===== src/rtl/gain_ladder_pkg.sv =====
package gain_ladder_pkg;

  typedef enum logic [2:0] {
    CM_1 = 3'd1,
    CM_2 = 3'd2,
    CM_3 = 3'd3,
    CM_4 = 3'd4,
    CM_5 = 3'd5
  } coarse_mode_t;

  typedef enum logic [2:0] {
    ST_IDLE,
    ST_PROBE,
    ST_REPROBE,
    ST_FINE,
    ST_LOCKED
  } seq_state_t;

  localparam logic [1:0] LNA_MIN = 2'd0;
  localparam logic [1:0] LNA_MID = 2'd1;
  localparam logic [1:0] LNA_MAX = 2'd2;

  typedef struct packed {
    logic [1:0] lna;
    logic       mix_hi;
    logic       pga1_hi;
  } front_gain_t;

  // ge[i] is set when the code is at or above threshold i.
  function automatic coarse_mode_t pick_first(input logic [3:0] ge);
    if (ge[1])      return CM_3;
    else if (ge[0]) return CM_2;
    else            return CM_1;
  endfunction

  function automatic coarse_mode_t pick_second(input logic [3:0] ge);
    if (ge[3])      return CM_5;
    else if (ge[2]) return CM_4;
    else            return CM_3;
  endfunction

  function automatic front_gain_t map_mode(input coarse_mode_t m);
    front_gain_t g;
    case (m)
      CM_1:    g = '{lna: LNA_MAX, mix_hi: 1'b1, pga1_hi: 1'b1};
      CM_2:    g = '{lna: LNA_MAX, mix_hi: 1'b1, pga1_hi: 1'b0};
      CM_3:    g = '{lna: LNA_MID, mix_hi: 1'b0, pga1_hi: 1'b1};
      CM_4:    g = '{lna: LNA_MID, mix_hi: 1'b0, pga1_hi: 1'b0};
      default: g = '{lna: LNA_MIN, mix_hi: 1'b0, pga1_hi: 1'b0};
    endcase
    return g;
  endfunction

endpackage


===== src/rtl/gain_band_classifier.sv =====
module gain_band_classifier
  import gain_ladder_pkg::*;
#(
  parameter int CODE_W = 8,
  parameter int N_THR  = 4
) (
  input  logic [CODE_W-1:0]       code,
  input  logic [N_THR*CODE_W-1:0] thr_flat,
  output coarse_mode_t            first_mode,
  output coarse_mode_t            second_mode,
  output logic                    strong_band
);

  logic [N_THR-1:0] ge;

  for (genvar i = 0; i < N_THR; i++) begin : g_cmp
    assign ge[i] = (code >= thr_flat[i*CODE_W +: CODE_W]);
  end

  assign first_mode  = pick_first(ge);
  assign second_mode = pick_second(ge);
  assign strong_band = ge[2];

endmodule


===== src/rtl/fine_gain_stepper.sv =====
module fine_gain_stepper #(
  parameter int CODE_W = 8,
  parameter int FINE_W = 6
) (
  input  logic [CODE_W-1:0] code,
  input  logic [CODE_W-1:0] win_lo,
  input  logic [CODE_W-1:0] win_hi,
  input  logic [FINE_W-1:0] fine_cur,
  output logic              in_window,
  output logic [FINE_W-1:0] fine_next
);

  localparam logic [FINE_W-1:0] FINE_TOP = {FINE_W{1'b1}};

  function automatic logic [FINE_W-1:0] step_word(
    input logic [FINE_W-1:0] cur,
    input logic              up,
    input logic              down
  );
    if (up && cur != FINE_TOP)    return cur + 1'b1;
    if (down && cur != '0)        return cur - 1'b1;
    return cur;
  endfunction

  logic too_weak, too_strong;

  assign too_weak   = (code < win_lo);
  assign too_strong = (code > win_hi);
  assign in_window  = !too_weak && !too_strong;
  assign fine_next  = step_word(fine_cur, too_weak, too_strong);

endmodule


===== src/rtl/front_gain_decoder.sv =====
module front_gain_decoder
  import gain_ladder_pkg::*;
(
  input  coarse_mode_t mode,
  output logic [1:0]   lna_gain,
  output logic         mix_gain_hi,
  output logic         pga1_gain_hi
);

  front_gain_t g;

  assign g            = map_mode(mode);
  assign lna_gain     = g.lna;
  assign mix_gain_hi  = g.mix_hi;
  assign pga1_gain_hi = g.pga1_hi;

endmodule


===== src/rtl/gain_ladder_ctrl.sv =====
module gain_ladder_ctrl
  import gain_ladder_pkg::*;
#(
  parameter int CODE_W   = 8,
  parameter int FINE_W   = 6,
  parameter int MAX_ITER = 12
) (
  input  logic                         clk,
  input  logic                         rst_n,
  input  logic                         rx_en,
  input  logic [CODE_W-1:0]            sense_a_code,
  input  logic                         sense_a_vld,
  input  logic [CODE_W-1:0]            sense_b_code,
  input  logic                         sense_b_vld,
  input  logic [4*CODE_W-1:0]          coarse_thr,
  input  logic [CODE_W-1:0]            win_lo,
  input  logic [CODE_W-1:0]            win_hi,
  output logic [1:0]                   lna_gain,
  output logic                         mix_gain_hi,
  output logic                         pga1_gain_hi,
  output logic [FINE_W-FINE_W/2-1:0]   pga2_gain,
  output logic [FINE_W/2-1:0]          buf_gain,
  output logic                         locked
);

  localparam int HALF_W = FINE_W / 2;
  localparam int ITER_W = $clog2(MAX_ITER + 1);
  localparam logic [FINE_W-1:0] FINE_INIT = FINE_W'(1) << (FINE_W - 1);
  localparam logic [ITER_W-1:0] ITER_LAST = ITER_W'(MAX_ITER - 1);

  seq_state_t         state_q;
  coarse_mode_t       mode_q;
  logic [FINE_W-1:0]  fine_q;
  logic [ITER_W-1:0]  iter_q;
  logic               locked_q;

  coarse_mode_t       first_mode, second_mode;
  logic               strong_band;
  logic               in_window;
  logic [FINE_W-1:0]  fine_next;

  // Named events used by the FSM and by the bound checker.
  logic in_fine_stage, take_first, take_second, take_fine;
  logic hit_evt, miss_evt, restart_evt;

  assign in_fine_stage = (state_q == ST_FINE);
  assign take_first    = (state_q == ST_PROBE)   && sense_a_vld;
  assign take_second   = (state_q == ST_REPROBE) && sense_a_vld;
  assign take_fine     = in_fine_stage && sense_b_vld;
  assign hit_evt       = take_fine && in_window;
  assign miss_evt      = take_fine && !in_window;
  assign restart_evt   = miss_evt && (iter_q == ITER_LAST);

  gain_band_classifier #(.CODE_W(CODE_W), .N_THR(4)) u_class (
    .code        (sense_a_code),
    .thr_flat    (coarse_thr),
    .first_mode  (first_mode),
    .second_mode (second_mode),
    .strong_band (strong_band)
  );

  fine_gain_stepper #(.CODE_W(CODE_W), .FINE_W(FINE_W)) u_step (
    .code      (sense_b_code),
    .win_lo    (win_lo),
    .win_hi    (win_hi),
    .fine_cur  (fine_q),
    .in_window (in_window),
    .fine_next (fine_next)
  );

  front_gain_decoder u_dec (
    .mode         (mode_q),
    .lna_gain     (lna_gain),
    .mix_gain_hi  (mix_gain_hi),
    .pga1_gain_hi (pga1_gain_hi)
  );

  always_ff @(posedge clk or negedge rst_n) begin
    if (!rst_n) begin
      state_q  <= ST_IDLE;
      mode_q   <= CM_1;
      fine_q   <= FINE_INIT;
      iter_q   <= '0;
      locked_q <= 1'b0;
    end else if (!rx_en) begin
      state_q  <= ST_IDLE;
      mode_q   <= CM_1;
      fine_q   <= FINE_INIT;
      iter_q   <= '0;
      locked_q <= 1'b0;
    end else begin
      case (state_q)
        ST_IDLE: state_q <= ST_PROBE;
        ST_PROBE: begin
          if (take_first) begin
            mode_q  <= first_mode;
            state_q <= strong_band ? ST_REPROBE : ST_FINE;
          end
        end
        ST_REPROBE: begin
          if (take_second) begin
            mode_q  <= second_mode;
            state_q <= ST_FINE;
          end
        end
        ST_FINE: begin
          if (hit_evt) begin
            locked_q <= 1'b1;
            state_q  <= ST_LOCKED;
          end else if (restart_evt) begin
            state_q <= ST_PROBE;
            mode_q  <= CM_1;
            fine_q  <= FINE_INIT;
            iter_q  <= '0;
          end else if (miss_evt) begin
            fine_q <= fine_next;
            iter_q <= iter_q + 1'b1;
          end
        end
        default: state_q <= ST_LOCKED;
      endcase
    end
  end

  assign pga2_gain = fine_q[FINE_W-1:HALF_W];
  assign buf_gain  = fine_q[HALF_W-1:0];
  assign locked    = locked_q;

endmodule


===== config.mk =====
export PLATFORM = sky130hd
export DESIGN_NAME = gain_ladder_ctrl
export DESIGN_NICKNAME = d
export VERILOG_FILES = /design/src/rtl/gain_ladder_pkg.sv /design/src/rtl/gain_band_classifier.sv /design/src/rtl/fine_gain_stepper.sv /design/src/rtl/front_gain_decoder.sv /design/src/rtl/gain_ladder_ctrl.sv
export SDC_FILE = /design/constraint.sdc
export NUM_CORES = 1
export LEC_CHECK = 0
export CORE_MARGIN = 2
export CORE_UTILIZATION = 51
export DETAILED_ROUTE_END_ITERATION = 7
export HOLD_SLACK_MARGIN = 0.1
export PLACE_DENSITY = 0.88
export SYNTH_ARGS = -nofsm -noshare
export SYNTH_HDL_FRONTEND = slang
export SYNTH_HIERARCHICAL = 1
export SYNTH_SLANG_ARGS = --single-unit

===== constraint.sdc =====
create_clock -name clk -period 5.7 [get_ports clk]
set_input_delay 0.57 -clock clk [delete_from_list [all_inputs] [get_ports clk]]
set_output_delay 0.57 -clock clk [all_outputs]
set_load 0.005 [all_outputs]

# Yosys cells after proc, flatten, opt, wreduce, memory -nomap -nowiden
# Index checks and enable logic that the tools add are counted.
[totals]
reg_bits = 17
in_bits = 69
output_inout_bits = 11
word_cells = 90
[classes]
n_addsub = 3
magnitude_cmp = 6
eq_ne = 20
n_mux = 37
reduce_logical = 19
[ops]
columns = ["cell", "count"]
rows = [
  ["$mux 6", 9],
  ["$mux 3", 12],
  ["$ge 8x8->1", 4],
  ["$mux 4", 5],
  ["$pmux 4 s4", 1],
  ["$eq 3x2->1 const B", 4],
  ["$pmux 3 s4", 1],
  ["$logic_and 1x1->1", 9],
  ["$ne 3x3->1 const B", 3],
  ["$pmux 3 s3", 1],
  ["$gt 8x8->1", 1],
  ["$lt 8x8->1", 1],
  ["$ne 4x1->1 const B", 2],
  ["$mux 1", 7],
  ["$add 6x1->6 const B", 1],
  ["$eq 3x1->1 const B", 2],
  ["$ne 6x6->1 const B", 1],
  ["$reduce_and 3->1", 2],
  ["$reduce_bool 6->1", 1],
  ["$sub 6x1->6 const B", 1],
  ["$reduce_and 5->1", 1],
  ["$add 4x1->4 const B", 1],
  ["$eq 4x4->1 const B", 1],
  ["$ne 2x1->1 const B", 2],
  ["10 further kinds", 12],
]

# Logic depth before layout (Yosys ltp)
# Gate-level depths: netlist of run 1.
[depth]
depth_word = 11
depth_mapped = 11
mapped_depth_nobuf = 10

# Hierarchy
# The synthesis of run 1 kept the hierarchy.
[modules_own_cells]
columns = ["mod", "instances", "cells_each", "area_each_um2", "seq_area_each_um2"]
rows = [
  ["gain_ladder_ctrl", 1, 95, 895.9, 427.9],
  ["gain_band_classifier", 1, 112, 798.3, 0.0],
  ["fine_gain_stepper", 1, 105, 704.4, 0.0],
  ["front_gain_decoder", 1, 7, 42.5, 0.0],
]

# Least setup slack after synthesis of run 1
# Ideal clock, no wire load.
[synth_timing]
kind = "input to register"
startpoint = "in win_lo[2]"
endpoint = "reg iter_q[0]"
setup_time_ns = 0.078
arrival_time_ns = 2.524
t_required_ns = 5.622
slack_ns = 3.099
stages = 11
n_path_buf = 1
path_cell_list = "inv_1 -> ha_1 -> a211oi_2 -> o21ai_1 -> a21oi_1 -> a21oi_1 -> or2_4 -> or2_1 -> buf_6 -> or3_1 -> a21boi_1"
[synth_via]
elab_chain_cells = 10
elab_cells_between_ends = 14
cone_classes = "order compare (1); eq/ne (2); mux (4); reduce/logical (7)"
[synth_rtl]
columns = ["item", "line_no", "text"]
rows = [
  ["start, declared", "gain_ladder_ctrl.sv:16", "input logic [CODE_W-1:0] win_lo,"],
  ["$lt 8x8->1 (*)", "fine_gain_stepper.sv:27", "assign too_weak = (code < win_lo);"],
  ["$logic_not 1->1 (*)", "fine_gain_stepper.sv:29", "assign in_window = !too_weak && !too_strong;"],
  ["$logic_and 1x1->1 (*)", "fine_gain_stepper.sv:29", ""],
  ["via in_window", "gain_ladder_ctrl.sv:39", "logic in_window;"],
  ["$logic_not 1->1", "gain_ladder_ctrl.sv:51", "assign miss_evt = take_fine && !in_window;"],
  ["$logic_and 1x1->1", "gain_ladder_ctrl.sv:51", ""],
  ["$logic_and 1x1->1", "gain_ladder_ctrl.sv:52", "assign restart_evt = miss_evt && (iter_q == ITER_LAST);"],
  ["$mux 4", "gain_ladder_ctrl.sv:110", "end else if (restart_evt) begin"],
  ["$mux 4", "gain_ladder_ctrl.sv:107", "if (hit_evt) begin"],
  ["$mux 4", "gain_ladder_ctrl.sv:92", "case (state_q)"],
  ["$mux 4", "gain_ladder_ctrl.sv:85", "end else if (!rx_en) begin"],
  ["end signal, assigned", "gain_ladder_ctrl.sv:117", "iter_q <= iter_q + 1'b1;"],
  ["end, declared", "gain_ladder_ctrl.sv:34", "logic [ITER_W-1:0] iter_q;"],
]
# Mark *: on every way through the listed nets, which the timed path passes. The rest lies on a longest branch. The select of a mux whose other input is x is not followed.
# A chain may end at the register's enable or synchronous reset.

# Worst setup path in the final report of run 1
# Same ends and word-level chain as after synthesis.

==> results of run 1 <==
==> state kept, by name, indices dropped and copies added (netlist names) <==
name / flops
state_q: 3
locked: 1
fine_q: 6
iter_q: 4
mode_q: 3
==> routing by layer <==
layer	routed length, um	vias to the layer above
met5	0	-
met4	20	0
met3	353	2
met2	2800	87
met1	2480	1079
li1	-	1261
==> power by group through the flow <==
| stage | Combinational, W | Sequential (W) | Clock [W] |
|---|---|---|---|
| floorplan | 0.000109 | 0.000131 | 0 |
| global placement | 0.000183 | 0.000135 | 0 |
| detailed placement | 0.000189 | 0.000135 | 0 |
| CTS | 0.000190 | 0.000133 | 0.0000883 |
| global route | 0.000215 | 0.000134 | 0.0000940 |
| finish | 0.000190 | 0.000133 | 0.0000879 |
==> cell usage after synthesis, drive strengths merged (3+ instances only) <==
| cell type | instances |
|---|---|
| nand4 | 3 |
| o21ai | 20 |
| a2111o | 3 |
| o22ai | 4 |
| clkbuf | 3 |
| dfrtp | 15 |
| nor2 | 16 |
| o31a | 3 |
| a21oi | 16 |
| nor3 | 5 |
| nor2b | 6 |
| buf | 6 |
| ha | 51 |
| nand2 | 34 |
| a31oi | 3 |
| inv | 55 |
| nand3 | 11 |
| a211oi | 4 |
| a21boi | 7 |
| a2111oi | 3 |
| o21a | 3 |
| nand2b | 10 |
| xnor2 | 4 |
==> final cells by class <==
class | instances | area share, %
sequential | 17 | 13.0
clock inverter | 1 | 0.153
inverter | 55 | 6.30
tap | 54 | 2.06
clock buffer | 3 | 1.26
timing repair buffer | 79 | 24.1
multi-input combinational | 238 | 53.1
==> worst min-delay path by stage <==
stage,from,to,slack [ns],cells after the start
after floorplan,rst_n,fine_q[0]$_DFFE_PN0P_,0.27,0
after global placement,locked$_DFFE_PN0P_,locked$_DFFE_PN0P_,0.48,1
after detailed placement,locked$_DFFE_PN0P_,locked$_DFFE_PN0P_,0.48,1
after CTS,locked$_DFFE_PN0P_,locked$_DFFE_PN0P_,0.49,1
after global routing,locked$_DFFE_PN0P_,locked$_DFFE_PN0P_,0.50,1
final,locked$_DFFE_PN0P_,locked$_DFFE_PN0P_,0.49,1
==> cells by family (layout without fill, tap and decap cells) <==
logic type               Yosys count  count (layout)  share of synthesized area (%)
buffers and inverters             64             138                           11.2
XOR/XNOR                           4               4                           1.44
adder cells (fa/ha/maj)           51              51                           26.1
flip-flops                        17              17                           17.5
AND/OR/NAND/NOR                  103             103                           21.8
other                              1               1                          0.154
AO/OA/AOI/OAI                     79              79                           21.7
==> per-stage QoR <==
stage          cell area, sq um  hold slack (ns)  power (W)  instances  util, %
3_5_place_dp               3230            0.479   0.000325        443     69.4
3_3_place_gp               3230            0.476   0.000318        443     69.4
4_1_cts                    3280            0.493   0.000412        447     70.4
6_report                   3280            0.489   0.000411        447     70.4
2_1_floorplan              2440            0.274   0.000240        319        -
5_1_grt                    3280            0.504   0.000443        447     70.4
==> critical path: cells and delay by family <==
| kind | cells | cell delay, ns |
|---|---|---|
| buf+inv | 2 | 0.49 |
| fa+ha+maj | 1 | 0.30 |
| compound gates | 5 | 0.82 |
| simple gates | 3 | 1.01 |
==> impl_metrics.json, run 1 <==
{
  "r2r_slack_ns": 3.31,
  "grt_usage_pct": 21.7,
  "p_sw_share_pct": 31.5,
  "final_nets": 514,
  "cp.required_ns": 5.87,
  "setup.worst_path.start": "win_lo[2]",
  "die_y_um": 73.2,
  "cts_resized": 0,
  "cpMostUsedCell": "a21oi_1",
  "layout_commonest_cell": "clkdlybuf4s50_1",
  "final-hold-violation-count": 0,
  "ys_types": 56,
  "fin_crit_ns": 3.02,
  "r2r-start": "fine_q[1]$_DFFE_PN0P_",
  "synth-seq-cells": 17,
  "seq_area_sq_um": 428,
  "cts_root_buffer": "clkbuf_8",
  "syn_inst": 319,
  "area.growth.synth_to_final_pct": 34.3,
  "multi_input_area_sq_um": 1740,
  "first_global_vias": 2372,
  "htreeDepth": 1,
  "status": "finished clean",
  "yosys_warnings": 6,
  "synth.top_cell.area_share_pct": 26.1,
  "cts_buffers": 3,
  "grt_pass1_wl_um": 9660,
  "leakagePower_nw": 1.55,
  "fin_skew_ns": 0.00306,
  "grt_max_degree": 18,
  "setup_ws_ns": 2.68,
  "setup_tns_ns": 0,
  "start_util_pct": 52.4,
  "cp_max_fo": 10,
  "grt.met3_usage_pct": 1.80,
  "cp_cell_sequence": "clkdlybuf4s50_1 > inv_1 > ha_1 > a211oi_2 > o21ai_1 > a21oi_1 > a21oi_1 > or2_4 > or2_1 > or3_1 > a21boi_1",
  "synthTopCellsByArea": "ha_1 (26%), dfrtp_1 (15%), inv_1 (8.5%), nand2_1 (5.2%), o21ai_0 (3.9%)",
  "ios": 80,
  "wl_per_cell_um": 12.6,
  "use_met2_pct": 38.6,
  "setup_viol_count_final": 0,
  "crit_end": "iter_q[0]$_DFFE_PN0P_",
  "insertedDiodeCount": 0,
  "coreArea_sq_um": 4660,
  "drive_above_1_share_pct": 2.80,
  "worst_path_max_delay_cell": "clkdlybuf4s50_1",
  "met1_usage_pct": 28.6,
  "synth_nets": 439,
  "async_flop_share_pct": 100,
  "busiest_layer": "met2",
  "netlist_area_sq_um": 2440,
  "slew_headroom_pct": 50.5,
  "wl_um": 5650,
  "synth_area_per_cell_sq_um": 7.65,
  "grt_antenna_before_repair": 0,
  "gp_congestion": 0.840,
  "dp_hpwl_um": 4810,
  "die_w_um": 73.2,
  "post-route-drc-count": 0,
  "synth_edf_count": 0,
  "cts_sinks": 17,
  "max_freq_mhz": 331,
  "num_rows": 25,
  "maxSlewViolCount": 0,
  "seqPwrFrac_pct": 32.4,
  "cts_tree": "built",
  "ant_nets": 0,
  "fin_crit_sh_pct": 53.0,
  "p_int_w": 0.000282,
  "critPathLaunchType": "primary input",
  "vias": 2429,
  "ir_worst_vdd_v": 0.0000735,
  "p_clk_share_pct": 21.4,
  "worstReg2RegEnd": "fine_q[3]$_DFFE_PN0P_",
  "die-area_sq_um": 5360,
  "cp_slowest_stage_delay_ns": 0.45,
  "p_switching_w": 0.000130,
  "viasPerCell": 5.43,
  "grt_overflow": 0,
  "drtIter0Drc": 161,
  "firstDrtPassIters": 4,
  "cts_setup_buffers": 0,
  "cts_buffer_depth": 2,
  "arrival_ns": 3.19,
  "layout_common_cells": "clkdlybuf4s50_1 (79), inv_1 (55), ha_1 (51), nand2_1 (34), o21ai_0 (19)",
  "preCtsSetupSlack_ns": 2.43,
  "synth_top_area_cell": "ha_1",
  "worst_hold_path_type": "reg -> reg",
  "port_buffers": 79,
  "rsz0062_at_grt": "no",
  "crit_path_end_kind": "register",
  "clk_pin_slew_ns": 0.07,
  "crit_type": "in -> reg",
  "ys_seq_area_share_pct": 17.5,
  "power.density_nw_per_um2": 125,
  "clock_latency_ns": 0.25,
  "synth_flop_cell": "dfrtp_1",
  "cts-hold-fix-buffers": 0,
  "reg2reg_depth": 9,
  "final.fill_count": 385,
  "combPwrFrac_pct": 46.2,
  "maxCapViolCount": 0,
  "worst_pin_slew_ns": 0.741
}
(Power assumes the default switching activity.)
==> run 2: changes to the inputs <==
- CORE_UTILIZATION: 51 -> 47
- PLACE_DENSITY: 0.88 -> 0.82
- clock period: 5.7 -> 2.9 ns (I/O delays scaled with it)
==> run 2 against run 1 <==
  * Clock skew rose by 0.0012 ns
  * Non-clock buffer count increased by 7
  * Setup slack got worse by 2.4 ns
  * Critical path depth stayed put
  * Clock-buffer cell count did not move
  * Sequential power rose by 96%
==> impl_metrics.json, run 2 (synthesized netlist as in run 1, its figures left out) <==
{
  "power.total_w": 0.000830,
  "max_freq_mhz": 376,
  "gp_congestion": 0.868,
  "slew_headroom_pct": 49.7,
  "leakagePower_nw": 1.59,
  "layout_common_cells": "clkdlybuf4s50_1 (79), inv_1 (55), ha_1 (51), nand2_1 (34), o21ai_0 (19)",
  "final_util_pct": 66.1,
  "viasPerCell": 5.30,
  "coreArea_sq_um": 5070,
  "status": "finished clean",
  "ios": 80,
  "area.growth.synth_to_final_pct": 37.3,
  "final.fill_count": 465,
  "place_area_sq_um": 3310,
  "r2r_slack_ns": 0.70,
  "setup.worst_path.start": "win_lo[2]",
  "htreeDepth": 1,
  "clock_latency_ns": 0.25,
  "maxCapViolCount": 0,
  "ant_nets": 0,
  "firstDrtPassIters": 4,
  "die-area_sq_um": 5790,
  "cts_buffer_depth": 2,
  "grt_overflow": 0,
  "grt_antenna_before_repair": 0,
  "port_buffers": 79,
  "worstReg2RegEnd": "fine_q[3]$_DFFE_PN0P_",
  "cts-hold-fix-buffers": 0,
  "use_met2_pct": 39.6,
  "setup_viol_count_final": 0,
  "die_w_um": 76.1,
  "grt_pass1_wl_um": 10400,
  "cts_tree": "built",
  "drtIter0Drc": 69,
  "setup_ws_ns": 0.240,
  "worst_pin_slew_ns": 0.753,
  "clk_pin_slew_ns": 0.07,
  "power.density_nw_per_um2": 248,
  "grt_usage_pct": 21.0,
  "cts_resized": 0,
  "place_inst": 466,
  "first_global_vias": 2492,
  "crit_path_end_kind": "register",
  "final-hold-violation-count": 0,
  "maxSlewViolCount": 0,
  "cp_max_fo": 5,
  "worst_hold_path_type": "in -> async",
  "cts_buffers": 3,
  "cp.required_ns": 3.05,
  "largest_register": "fine_q",
  "design_area_sq_um": 3350,
  "cts_setup_buffers": 0,
  "critPathLaunchType": "primary input",
  "post-route-drc-count": 0,
  "vias": 2492,
  "grt_max_degree": 18,
  "fin_crit_sh_pct": 91.7,
  "cts_sinks": 17,
  "top_regs": "fine_q (6), iter_q (4)",
  "busiest_layer": "met2",
  "fin_crit_ns": 2.66,
  "die_y_um": 76.1,
  "num_rows": 26,
  "arrival_ns": 2.81,
  "insertedDiodeCount": 0,
  "reg2reg_depth": 9,
  "r2r-start": "fine_q[1]$_DFFE_PN0P_",
  "grt.met3_usage_pct": 3.79,
  "preCtsSetupSlack_ns": -0.0306,
  "met1_usage_pct": 24.7,
  "layout_commonest_cell": "clkdlybuf4s50_1",
  "final_nets": 521,
  "drive_above_1_share_pct": 4.50,
  "dp_hpwl_um": 5070,
  "wl_per_cell_um": 12.3,
  "cts_root_buffer": "clkbuf_8",
  "start_util_pct": 48.1,
  "ir_worst_vdd_v": 0.000173,
  "wl_um": 5800,
  "instances_no_fill": 470,
  "largest_reg_flops": 6,
  "fin_skew_ns": 0.00426,
  "rsz0062_at_grt": "no",
  "crit_type": "in -> reg"
}
-- run 2: changes by cell type in the layout (fill, tap and decap cells not counted) --
cell | before | now
buf_4 | 0 | 7
-- run 2: how the worst max path moves through the flow --
stage	endpoint	slack, ns	cells after the start
final	mode_q[2]$_DFFE_PN0P_	0.24	11
after global routing	mode_q[0]$_DFFE_PN1P_	0.04	10
after CTS	mode_q[1]$_DFFE_PN0P_	0.24	11
after detailed placement	mode_q[1]$_DFFE_PN0P_	-0.03	11
after global placement	mode_q[2]$_DFFE_PN0P_	0.05	11
after floorplan	iter_q[0]$_DFFE_PN0P_	0.58	11
-- run 2: cell type report --
type	instances	area, sq um	area share [%]
tap	70	87.6	2.61
clock inverter	1	5.00	0.149
clock buffer	3	41.3	1.23
multi-input combinational	238	1740	51.9
timing repair buffer	86	843	25.2
inverter	55	206	6.16
sequential	17	428	12.8
-- run 2: routing by layer --
metal | share of wire [%] | up-vias
li1 | - | 1277
met1 | 43 | 1123
met2 | 50 | 78
met3 | 5.0 | 14
met4 | 1.9 | 0
met5 | 0 | -
-- run 2: where the power goes --
group          internal, W  switching [W]  total (W)  leakage (nW)
Sequential        0.000247      0.0000143   0.000261         0.226
Clock            0.0000954      0.0000835   0.000179        0.0255
Combinational     0.000223       0.000167   0.000390          1.33
Total             0.000566       0.000264   0.000830          1.59
-- run 2: stage by stage --
step           setup TNS (ns)  hold slack (ns)
2_1_floorplan               0         -0.00559
3_3_place_gp                0            0.476
3_5_place_dp          -0.0601            0.488
4_1_cts                     0            0.505
5_1_grt                     0            0.522
6_report                    0            0.478
-- run 2: critical path, stage by stage --
cell and delay, ns:
clkdlybuf4s50_1 0.45, inv_1 0.04, ha_1 0.31, a211oi_2 0.22, o21ai_1 0.14, a21oi_1 0.23, a21oi_1 0.09, or2_4 0.25
o32a_1 0.40, o31a_1 0.29, o21a_1 0.10
